===== src/rtl/devctl_pkg.sv =====
package devctl_pkg;
  localparam int NREG = 7;
  typedef enum logic [2:0] {
    REG_VER = 3'd0,
    REG_RLO = 3'd1,
    REG_RHI = 3'd2,
    REG_CTL = 3'd3,
    REG_REQ = 3'd4,
    REG_ERR = 3'd5,
    REG_MSK = 3'd6
  } reg_idx_t;
  localparam logic [31:0] CTL_START  = 32'd0;
  localparam logic [31:0] CTL_RESUME = 32'd1;
  localparam logic [31:0] CTL_HALT   = 32'd2;
  localparam logic [31:0] ERR_INIT   = 32'h0000_FFFF;
  localparam logic [31:0] MISS_DATA  = 32'hFFFF_FFFF;
endpackage


===== src/rtl/devctl_decode.sv =====
module devctl_decode #(
  parameter int ADDR_W = 5
) (
  input  logic [ADDR_W-1:0]            addr,
  output logic                         hit,
  output devctl_pkg::reg_idx_t         idx,
  output logic [devctl_pkg::NREG-1:0]  sel
);
  localparam int IDX_W = ADDR_W - 2;
  logic [IDX_W-1:0] word;
  assign word = addr[ADDR_W-1:2];
  assign hit  = (addr[1:0] == 2'b00) && (word < IDX_W'(devctl_pkg::NREG));
  assign idx  = hit ? devctl_pkg::reg_idx_t'(word[2:0]) : devctl_pkg::REG_VER;

  for (genvar i = 0; i < devctl_pkg::NREG; i++) begin : g_sel
    assign sel[i] = hit && (word == IDX_W'(i));
  end
endmodule


===== src/rtl/devctl_access_counter.sv =====
module devctl_access_counter #(
  parameter int CNT_W = 64
) (
  input  logic             clk,
  input  logic             rst_n,
  input  logic             inc,
  output logic [CNT_W-1:0] count
);
  always_ff @(posedge clk) begin
    if (!rst_n)   count <= '0;
    else if (inc) count <= count + CNT_W'(1);
  end
endmodule


===== src/rtl/devctl_lifecycle.sv =====
module devctl_lifecycle (
  input  logic        clk,
  input  logic        rst_n,
  input  logic        wr_ctl,
  input  logic        wr_rhi,
  input  logic        wr_req,
  input  logic [31:0] wdata,
  output logic        load_p,
  output logic        caps_p,
  output logic        start_p,
  output logic        resume_p,
  output logic        halt_p,
  output logic        cmd_p
);
  import devctl_pkg::*;
  always_ff @(posedge clk) begin
    if (!rst_n) begin
      load_p   <= 1'b0;
      caps_p   <= 1'b0;
      start_p  <= 1'b0;
      resume_p <= 1'b0;
      halt_p   <= 1'b0;
      cmd_p    <= 1'b0;
    end else begin
      load_p   <= wr_rhi;
      caps_p   <= load_p;
      start_p  <= wr_ctl && (wdata == CTL_START);
      resume_p <= wr_ctl && (wdata == CTL_RESUME);
      halt_p   <= wr_ctl && (wdata == CTL_HALT);
      cmd_p    <= wr_req && (wdata == 32'd0);
    end
  end
endmodule


===== src/rtl/devctl_regbank.sv =====
module devctl_regbank #(
  parameter int          ADDR_W     = 5,
  parameter int          NIRQ       = 4,
  parameter int          CNT_W      = 64,
  parameter logic [31:0] HW_VERSION = 32'h0001_0003
) (
  input  logic              clk,
  input  logic              rst_n,
  input  logic [ADDR_W-1:0] bus_addr,
  input  logic [31:0]       bus_wdata,
  input  logic              bus_we,
  input  logic              bus_re,
  output logic [31:0]       bus_rdata,
  output logic              bus_rvalid,
  output logic              bus_err,
  input  logic [NIRQ-1:0]   irq_req,
  output logic [NIRQ-1:0]   irq_out,
  output logic [63:0]       region_addr,
  output logic              region_load,
  output logic              region_caps_init,
  output logic              dev_start,
  output logic              dev_resume,
  output logic              dev_halt,
  output logic              cmd_exec,
  output logic [CNT_W-1:0]  rd_count,
  output logic [CNT_W-1:0]  wr_count
);
  import devctl_pkg::*;

  logic            hit;
  reg_idx_t        idx;
  logic [NREG-1:0] sel, wsel;
  logic [31:0]     ver_q, ctl_q, req_q, err_q, msk_q, rd_mux;
  logic [63:0]     ptr_q;

  devctl_decode #(.ADDR_W(ADDR_W)) u_dec (
    .addr(bus_addr), .hit(hit), .idx(idx), .sel(sel)
  );

  assign wsel = sel & {NREG{bus_we}};

  always_ff @(posedge clk) begin
    if (!rst_n) begin
      ver_q <= HW_VERSION;
      ctl_q <= '0;
      req_q <= '0;
      err_q <= ERR_INIT;
      msk_q <= '0;
      ptr_q <= '0;
    end else begin
      if (wsel[REG_VER]) ver_q <= bus_wdata;
      if (wsel[REG_CTL]) ctl_q <= bus_wdata;
      if (wsel[REG_REQ]) req_q <= bus_wdata;
      if (wsel[REG_MSK]) msk_q <= bus_wdata;
      if (wsel[REG_ERR]) err_q <= bus_wdata;
      else if (wsel[REG_CTL] && bus_wdata == CTL_START) err_q <= '0;
      if (wsel[REG_RLO]) ptr_q <= {32'd0, bus_wdata};
      else if (wsel[REG_RHI]) ptr_q[63:32] <= ptr_q[63:32] | bus_wdata;
    end
  end

  always_comb begin
    unique case (idx)
      REG_VER: rd_mux = ver_q;
      REG_RLO: rd_mux = ptr_q[31:0];
      REG_RHI: rd_mux = ptr_q[63:32];
      REG_CTL: rd_mux = ctl_q;
      REG_REQ: rd_mux = req_q;
      REG_ERR: rd_mux = err_q;
      REG_MSK: rd_mux = msk_q;
      default: rd_mux = MISS_DATA;
    endcase
  end

  always_ff @(posedge clk) begin
    if (!rst_n) begin
      bus_rdata  <= '0;
      bus_rvalid <= 1'b0;
      bus_err    <= 1'b0;
    end else begin
      bus_rvalid <= bus_re;
      bus_err    <= (bus_re || bus_we) && !hit;
      if (bus_re) bus_rdata <= hit ? rd_mux : MISS_DATA;
    end
  end

  devctl_lifecycle u_life (
    .clk(clk), .rst_n(rst_n),
    .wr_ctl(wsel[REG_CTL]), .wr_rhi(wsel[REG_RHI]), .wr_req(wsel[REG_REQ]),
    .wdata(bus_wdata),
    .load_p(region_load), .caps_p(region_caps_init),
    .start_p(dev_start), .resume_p(dev_resume), .halt_p(dev_halt),
    .cmd_p(cmd_exec)
  );

  devctl_access_counter #(.CNT_W(CNT_W)) u_rdcnt (
    .clk(clk), .rst_n(rst_n), .inc(bus_re), .count(rd_count)
  );
  devctl_access_counter #(.CNT_W(CNT_W)) u_wrcnt (
    .clk(clk), .rst_n(rst_n), .inc(bus_we), .count(wr_count)
  );

  assign region_addr = ptr_q;
  assign irq_out     = irq_req & ~msk_q[NIRQ-1:0];
endmodule


===== config.mk =====
export PLATFORM = sky130hd
export DESIGN_NAME = devctl_regbank
export DESIGN_NICKNAME = d
export VERILOG_FILES = /design/src/rtl/devctl_pkg.sv /design/src/rtl/devctl_decode.sv /design/src/rtl/devctl_access_counter.sv /design/src/rtl/devctl_lifecycle.sv /design/src/rtl/devctl_regbank.sv
export SDC_FILE = /design/constraint.sdc
export NUM_CORES = 1
export LEC_CHECK = 0
export ABC_AREA = 1
export BUFFER_PORTS_ARGS = -buffer_cell sky130_fd_sc_hd__buf_2
export CORE_ASPECT_RATIO = 0.8
export CORE_MARGIN = 2
export CORE_UTILIZATION = 49
export CTS_BUF_LIST = sky130_fd_sc_hd__clkbuf_8
export DETAILED_ROUTE_END_ITERATION = 8
export PLACE_DENSITY = 0.8
export SLEW_MARGIN = 30
export SYNTH_ARGS = -nofsm -noshare
export SYNTH_HDL_FRONTEND = slang
export SYNTH_SLANG_ARGS = --single-unit

===== constraint.sdc =====
create_clock -name clk -period 1.6 [get_ports clk]
set_input_delay 0.32 -clock clk [delete_from_list [all_inputs] [get_ports clk]]
set_output_delay 0.32 -clock clk [all_outputs]
set_load 0.01 [all_outputs]

Yosys cells after proc, flatten, opt, wreduce, memory -nomap -nowiden
Index checks and enable logic that the tools add are counted. W data, S select, Z words.

$add $sub $neg: 2. Order comparisons: 1. Equality and inequality tests: 14. Muxes and demuxes: 5. Bitwise operators: 5. Reductions and logical operators: 21.

Operators by type and width (count): $pmux W32 S7 (1); $add A64 B1 Y64 const B (2); $mux W32 (3); $eq A32 B1 Y1 const B (1); $eq A32 B2 Y1 const B (1); $logic_not A32 Y1 (1); $or A32 B32 Y32 (1); $eq A3 B3 Y1 const B (6); $logic_and A1 B1 Y1 (13); $eq A3 B2 Y1 const B (4); $and A7 B7 Y7 (1); $eq A3 B1 Y1 const B (2); $logic_not A3 Y1 (2); $and A4 B4 Y4 (1); $not A4 Y4 (1); $lt A3 B3 Y1 const B (1); $mux W3 (1); $logic_not A2 Y1 (1); $reduce_bool A2 Y1 (1); $reduce_or A2 Y1 (1); $logic_not A1 Y1 (1); $logic_or A1 B1 Y1 (1); $not A1 Y1 (1).

Bits in registers: 392. Input bits: 45. Output and inout bits: 236. Logic and storage cells: 66.

Depth between registers and ports, before layout
Gate-level depths: netlist (run 1).

Depth in word-level cells: 7. Mapped depth: 11. Mapped depth without buffers: 11.

Cells and area by module
A second synthesis (run 1) with hierarchy kept.

Cells, all modules: 2818. Area total of the unflattened synthesis: 18850.6 sq um.

By module, submodules not included: devctl_regbank (times used 1, cells an instance 1488, area each 10706.5 sq um, seq. area each 5165.0 sq um); devctl_access_counter (times used 2, cells an instance 619, area each 3839.9 sq um, seq. area each 1281.2 sq um); devctl_lifecycle (times used 1, cells an instance 67, area each 357.8 sq um, seq. area each 120.1 sq um); devctl_decode (times used 1, cells an instance 25, area each 106.4 sq um, seq. area each 0.0 sq um).

Worst setup path after synthesis (run 1)
No wires, ideal clock.

Kind: flip-flop to flip-flop. Start point: register u_rdcnt.count[0]. End point: register u_rdcnt.count[36]. Library setup time: 128 ps. Data arrival time: 1650 ps. Data required time: 1472 ps. Slack: -178 ps. Stages on the path, launching flop included: 11. Buffers on the path: 0. Clock period less this slack: 1778 ps. Cells stage by stage: dfxtp_1 > ha_1 > inv_1 > nor2_1 > nand2_1 > nor2_2 > nand2_1 > nor2_1 > nand3_1 > xor2_1 > nor2_1.

Longest elaborated chain between the ends: 1.

RTL lines: start, declared (RTL line devctl_access_counter.sv:7) `output logic [CNT_W-1:0] count`; start signal, assigned (RTL line devctl_access_counter.sv:11) `else if (inc) count <= count + CNT_W'(1);`; $add A64 B1 Y64 (RTL line devctl_access_counter.sv:11).

Every way passes these cells. A chain may end at the register's enable or synchronous reset.

Worst setup path in the final report (run 1)
Start point: register u_wrcnt.count[1]. End point: register u_wrcnt.count[16].

Longest elaborated chain between the ends: 1.

RTL lines (RTL line): start, declared (devctl_access_counter.sv:7); start signal, assigned (devctl_access_counter.sv:11); $add A64 B1 Y64 (devctl_access_counter.sv:11).

Every way passes these cells.

==> flow_summary.json, run 1 <==
{
  "rr_endpoint": "u_wrcnt.count[16]$_SDFFE_PN0P_",
  "clkSinkCount": 392,
  "min_period_over_period": 1.11,
  "power_per_cell_area_nw_per_um2": 791,
  "synthToLayoutAreaGrowth_pct": 48.5,
  "finished_layout_cell_area_um2": 26300,
  "post_synth_inst_count": 2598,
  "timing.critical_path.arrival_ps": 2300,
  "synth-edff-count": 0,
  "async_flop_share": 0,
  "kind_of_launch_point_of_the_worst_setup_path": "register",
  "synthesis.yosys.warnings": 0,
  "first_pass_iters": 6,
  "worst_path_cell_trace": "ha_4 > nand3_2 > buf_6 > nor2_4 > nand2_2 > nor2_4 > nand4_1 > o21ai_2 > a21oi_2",
  "synth_commonest_cells": "440 x sky130_fd_sc_hd__nand2_1, 392 x sky130_fd_sc_hd__dfxtp_1, 377 x sky130_fd_sc_hd__nor2_1",
  "grt_first_pass_wirelength_um": 104000,
  "clockRootBuffer": "sky130_fd_sc_hd__clkbuf_8",
  "die_span_y_um": 174,
  "required_ps": 2120,
  "synth_area_um2": 17700,
  "holdCritPathClass": "input port to register",
  "critical_path.most_common_cell": "sky130_fd_sc_hd__nor2_4",
  "synth.lib_cells_used.distinct": 36,
  "die_width_um": 217,
  "number_of_top_level_pins": 281,
  "timing.clock.skew_ps": 27.4,
  "place_ws_ps": -423,
  "status": "complete, but fails checks",
  "cts_inserted_buffers": 66,
  "total_grt_usage": 0.344,
  "placed_area_um2": 22800,
  "maximum_cell_stage_delay_along_the_critical_path_ps": 380,
  "number_of_antenna_violations_at_the_first_check_in_global_routing": 2,
  "power.leakage_nw": 11.5,
  "number_of_global_route_vias_before_repair": 20300,
  "post-route-worst-setup-slack_ps": -179,
  "fin_nets": 3358,
  "postSynthRegisterBits": 392,
  "grt_util_met3": 0.0826,
  "via_per_inst": 5.60,
  "hpwl_um": 48100,
  "critPathBufInv": 1,
  "totalWireLength_um": 70400,
  "floorplan.initialDensity": 0.496,
  "most_used_flip_flop_cell_after_synthesis": "sky130_fd_sc_hd__dfxtp_1",
  "core.rowCount": 62,
  "worst_hold_path.endpoint": "region_addr[4]$_SDFFE_PN0P_",
  "post_route_cells_drive_above_1_share": 0.370,
  "tritoncts": "built",
  "clock_latency_ps": 640,
  "timing.final.crit_period_ps": 1780,
  "seq_area_frac_synth": 0.442,
  "critical-path-top-delay-family": "simple AND/OR/NAND/NOR gates",
  "post-route-drc-count": 0,
  "dieArea_um2": 37800,
  "slew-limit-headroom": 0.673,
  "n_fill_cell": 2600,
  "synth.area.top_cells": "sky130_fd_sc_hd__dfxtp_1 44%, sky130_fd_sc_hd__nand2_1 9.3%, sky130_fd_sc_hd__o21ai_0 8.9%",
  "min-delay-start": "bus_wdata[4]",
  "fp.coreArea_um2": 35800,
  "synth.top_cell.area_share": 0.442,
  "avgRoutedWirePerCell_um": 18.3,
  "timing.final.setup_violations": 50,
  "reg2reg_slack_ps": -180,
  "num_vias": 21500,
  "violations": "setup timing",
  "detail-route-antenna-nets": 0,
  "drv_cap": 0,
  "worst-setup-path-type": "register to register",
  "gp_congestion": 0.947,
  "grt-busiest-layer": "met2",
  "timing.critical_path.to_type": "register",
  "final_count_of_hold_timing_violations": 0,
  "reg2reg_depth": 9,
  "clock.fmax_ghz": 0.562,
  "overflow": 0,
  "detailedRoute.firstIterationViolations": 2532,
  "drv_slew": 0,
  "critical_path.max_fanout": 4,
  "clkSlewWorstSetupHoldPaths_ps": 70,
  "irDropWorstVdd_mv": 0.692,
  "crit_slowest_cell": "sky130_fd_sc_hd__dfxtp_4",
  "tightest_slew_ps": 491,
  "gr-usage-met2": 0.528,
  "globalRouteMet1Util": 0.471,
  "syn-mean-instance-area_um2": 6.83,
  "io_buffer_count": 280,
  "synthMostInstantiatedCell": "sky130_fd_sc_hd__nand2_1",
  "largest_net_degree_at_the_start_of_global_routing": 56,
  "htreeDepth": 3,
  "synthDominantAreaCellType": "sky130_fd_sc_hd__dfxtp_1",
  "timing.setup.tns_ps": -2880,
  "regToRegStartpoint": "u_wrcnt.count[1]$_SDFFE_PN0P_",
  "synth_fp_nets": 2645,
  "min_path_cells": 3,
  "clk_path_buf_depth": 3,
  "rsz_0062_raised_after_global_routing": "true"
}
==> worst min-delay path: stages <==
cell and delay, ps:
sky130_fd_sc_hd__buf_2 110, sky130_fd_sc_hd__o21ai_0 90, sky130_fd_sc_hd__a21oi_1 120
==> placed cells by master, fill, tap and decap left out, drive strengths merged <==
cell type and n:
a21oi 294, a22oi 1, a31oi 4, and2 2, and3 1, buf 755, bufinv 2, clkbuf 86
clkinv 8, clkinvlp 3, dfxtp 392, diode 2, dlygate4sd3 4, ha 2, inv 324, nand2 445
nand3 147, nand3b 2, nand4 46, nor2 383, nor3 63, nor3b 2, nor4 11, o211ai 13
o21a 4, o21ai 317, o21bai 9, o22ai 8, or2 1, xnor2 10, xor2 22
==> worst max-delay path by stage <==
stage,start,depth (start not counted),end
after floorplan,u_rdcnt.count[0]$_SDFFE_PN0P_,10,u_rdcnt.count[36]$_SDFFE_PN0P_
after global placement,bus_addr[0],10,u_life.resume_p$_SDFF_PN0_
after detailed placement,bus_addr[0],10,u_life.resume_p$_SDFF_PN0_
after CTS,u_wrcnt.count[0]$_SDFFE_PN0P_,14,u_wrcnt.count[57]$_SDFFE_PN0P_
after global routing,u_wrcnt.count[1]$_SDFFE_PN0P_,9,u_wrcnt.count[16]$_SDFFE_PN0P_
final,u_wrcnt.count[1]$_SDFFE_PN0P_,9,u_wrcnt.count[16]$_SDFFE_PN0P_
==> sequential cells by signal (all words and copies together) (netlist names) <==
name,cells
bus_err,1
bus_rdata,32
bus_rvalid,1
ctl_q,32
err_q,32
msk_q,32
region_addr,64
req_q,32
u_life.caps_p,1
u_life.cmd_p,1
u_life.halt_p,1
u_life.load_p,1
u_life.resume_p,1
u_life.start_p,1
u_rdcnt.count,64
u_wrcnt.count,64
ver_q,32
==> metrics by stage <==
step,cells,utilization,hold slack (ps),power (W)
3_3_place_gp,3673,0.638,431,0.0115
3_5_place_dp,3673,0.638,436,0.0115
2_1_floorplan,2598,-,397,0.0108
6_report,3843,0.737,60.1,0.0208
5_1_grt,3842,0.737,48.2,0.0215
4_1_cts,3805,0.691,20.4,0.0209
==> area by class of cell <==
cell class,instances,area [um^2],area share
clock buffers,86,1180,0.0449
inverters,305,1150,0.0436
repair buffers,759,5590,0.212
well taps,480,601,0.0228
multi-input cells,1787,9550,0.362
diodes,2,5.00,0.000190
clock inverters,32,206,0.00784
flip-flops and latches,392,8070,0.306
==> report_power, final <==
group,internal [W],switching (W)
logic,0.000547,0.000863
clock network,0.00517,0.00432
registers,0.00985,0.0000875
==> logic make-up after synthesis <==
| logic type | Yosys count | synth area share |
|---|---|---|
| AND/OR/NAND/NOR | 1103 | 0.261 |
| adder cells (fa/ha/maj) | 2 | 0.00141 |
| AO/OA/AOI/OAI | 650 | 0.188 |
| flip-flops | 392 | 0.442 |
| XOR/XNOR | 32 | 0.0158 |
| buffers and inverters | 419 | 0.0920 |
==> metal layers <==
metal	part of all wire	routed length (um)
met1	0.40	28200
met3	0.12	8170
met4	0.037	2620
met5	0	0
met2	0.45	31500
==> what timing repair did <==
action                     in CTS  in global routing
buffers inserted               11                 38
gates cloned                    0                  1
setup endpoints to repair     141                172
pin swaps                      29                104
gates resized for setup       168                390
hold endpoints to repair        4                  0
hold buffers                    4                  0
(Power assumes the default switching activity.)
==> run 2, diff against run 1 <==
--- a/config.mk
+++ b/config.mk
@@ -12,7 +12,7 @@
 export CORE_UTILIZATION = 49
 export CTS_BUF_LIST = sky130_fd_sc_hd__clkbuf_8
 export DETAILED_ROUTE_END_ITERATION = 8
-export PLACE_DENSITY = 0.8
+export PLACE_DENSITY_LB_ADDON = 0.08
 export SLEW_MARGIN = 30
 export SYNTH_ARGS = -nofsm -noshare
 export SYNTH_HDL_FRONTEND = slang
==> run 2 against run 1 <==
The flow still finishes with violations (setup timing). Critical endpoint is now u_wrcnt.count[22]$_SDFFE_PN0P_. Wire length shrank 2.8%. Largest cell class unchanged. Global-route usage decreased by 0.89 points. Cell area grew 0.12%. Combinational power shrank 3%.
==> flow_summary.json, run 2 (synthesized netlist as in run 1, its figures left out) <==
{
  "sw_frac": 0.255,
  "via_per_inst": 5.45,
  "total_switching_power_w": 0.00512,
  "tritoncts": "built",
  "timing.setup.tns_ps": -1440,
  "critical_path.max_fanout": 3,
  "hpwl_um": 47900,
  "clkPwrFrac": 0.436,
  "power_per_cell_area_nw_per_um2": 761,
  "slew-limit-headroom": 0.699,
  "placed_area_um2": 22900,
  "clkSinkCount": 392,
  "timing.critical_path.arrival_ps": 2220,
  "cts_inserted_buffers": 66,
  "io_buffer_count": 280,
  "finished_layout_cell_area_um2": 26400,
  "pwr-share-comb": 0.068,
  "post-place-cells": 3685,
  "power.leakage_nw": 11.7,
  "number_of_top_level_pins": 281,
  "total_grt_usage": 0.336,
  "drv_cap": 0,
  "kind_of_launch_point_of_the_worst_setup_path": "register",
  "largest_net_degree_at_the_start_of_global_routing": 107,
  "worst-setup-path-type": "register to register",
  "number_of_global_route_vias_before_repair": 18900,
  "intPower_w": 0.0149,
  "irDropWorstVdd_mv": 0.586,
  "fp.coreArea_um2": 35800,
  "htreeDepth": 3,
  "power_frac_seq": 0.496,
  "timing.final.crit_period_ps": 1740,
  "violations": "setup timing",
  "mostFrequentLayoutCell": "sky130_fd_sc_hd__buf_4",
  "final_count_of_hold_timing_violations": 0,
  "num_vias": 21000,
  "diodes": 0,
  "clock.fmax_ghz": 0.574,
  "final-instance-count-excl-fill": 3860,
  "tightest_slew_ps": 452,
  "core.rowCount": 62,
  "first_pass_iters": 5,
  "die_width_um": 217,
  "clockRootBuffer": "sky130_fd_sc_hd__clkbuf_8",
  "min_period_over_period": 1.09,
  "leading_cell_types_in_the_layout_fill_and_taps_excluded": "424 x sky130_fd_sc_hd__buf_4, 357 x sky130_fd_sc_hd__nand2_1, 312 x sky130_fd_sc_hd__dfxtp_1",
  "layout.core_utilization": 0.738,
  "clk_path_buf_depth": 3,
  "drv_slew": 0,
  "grt_first_pass_wirelength_um": 101000,
  "status": "complete, but fails checks",
  "clkSlewWorstSetupHoldPaths_ps": 60,
  "die_span_y_um": 174,
  "floorplan.initialDensity": 0.496,
  "totalWireLength_um": 68500,
  "clock_latency_ps": 600,
  "timing.clock.skew_ps": 28.2,
  "post-route-drc-count": 0,
  "synthToLayoutAreaGrowth_pct": 48.7,
  "rsz_0062_raised_after_global_routing": "true",
  "timing.final.setup_violations": 31,
  "fin_nets": 3379,
  "holdCritPathClass": "input port to register",
  "required_ps": 2070,
  "post_route_cells_drive_above_1_share": 0.367,
  "detail-route-antenna-nets": 0,
  "overflow": 0,
  "number_of_antenna_violations_at_the_first_check_in_global_routing": 0,
  "dieArea_um2": 37800,
  "gp_congestion": 0.953,
  "timing.critical_path.to_type": "register",
  "post-route-worst-setup-slack_ps": -143,
  "detailedRoute.firstIterationViolations": 1826,
  "avgRoutedWirePerCell_um": 17.7
}
-- run 2: final cells by class --
class,instances,area [um^2]
fill,2866,9390
inverter,305,1150
timing repair buffer,780,5670
sequential,392,8030
clock inverter,36,169
multi-input combinational,1787,9660
clock buffer,80,1100
tap,480,601
-- run 2: per-stage QoR --
stage	total power, W	hold slack, ps	worst slack (ps)
floorplan	0.0108	397	-2.39
global placement	0.0115	432	-306
detailed placement	0.0115	439	-276
CTS	0.0201	26.5	-73.3
global route	0.0207	86.4	-220
finish	0.0201	86.4	-143
-- run 2: timing repair --
| item | CTS | global route |
|---|---|---|
| hold endpoints to repair | 6 | 0 |
| endpoints found under the setup margin | 98 | 131 |
| pin swaps | 32 | 147 |
| resized for setup | 154 | 393 |
| buffers inserted | 12 | 49 |
| hold buffers | 4 | 0 |
-- run 2: power by group through the flow --
| stage | combinational [W] | clock [W] | sequential [W] |
|---|---|---|---|
| 2_1_floorplan | 0.000539 | 0 | 0.0102 |
| 3_3_place_gp | 0.00127 | 0 | 0.0102 |
| 3_5_place_dp | 0.00129 | 0 | 0.0102 |
| 4_1_cts | 0.00132 | 0.00883 | 0.00999 |
| 5_1_grt | 0.00147 | 0.00929 | 0.00995 |
| 6_report | 0.00137 | 0.00874 | 0.00995 |
-- run 2: worst max-delay path, cell delays in order, from the launching register on --
cell,delay [ps]
sky130_fd_sc_hd__dfxtp_2,360
sky130_fd_sc_hd__ha_4,170
sky130_fd_sc_hd__nand3_4,80
sky130_fd_sc_hd__buf_6,120
sky130_fd_sc_hd__nor2_4,110
sky130_fd_sc_hd__nand4_1,250
sky130_fd_sc_hd__nor2_2,230
sky130_fd_sc_hd__buf_4,150
sky130_fd_sc_hd__xnor2_2,100
sky130_fd_sc_hd__nor2_1,60
-- run 2: path summary, 6_finish.rpt --
kind / from / to / slack (ps) / cells past startpoint
max reg2reg: u_wrcnt.count[0]$_SDFFE_PN0P_ / u_wrcnt.count[22]$_SDFFE_PN0P_ / -140 / 9
min: bus_wdata[11] / region_addr[11]$_SDFFE_PN0P_ / 90 / 3
max: u_wrcnt.count[0]$_SDFFE_PN0P_ / u_wrcnt.count[22]$_SDFFE_PN0P_ / -140 / 9
min reg2reg: msk_q[7]$_SDFFE_PN0P_ / msk_q[7]$_SDFFE_PN0P_ / 440 / 2
-- run 2: metal layers --
| layer | up-vias | GRT usage | wire [um] |
|---|---|---|---|
| li1 | 9993 | - | - |
| met1 | 9865 | 0.478 | 29500 |
| met2 | 1025 | 0.511 | 30500 |
| met3 | 145 | 0.0572 | 6320 |
| met4 | 0 | 0.120 | 2110 |
| met5 | - | 0 | 0 |
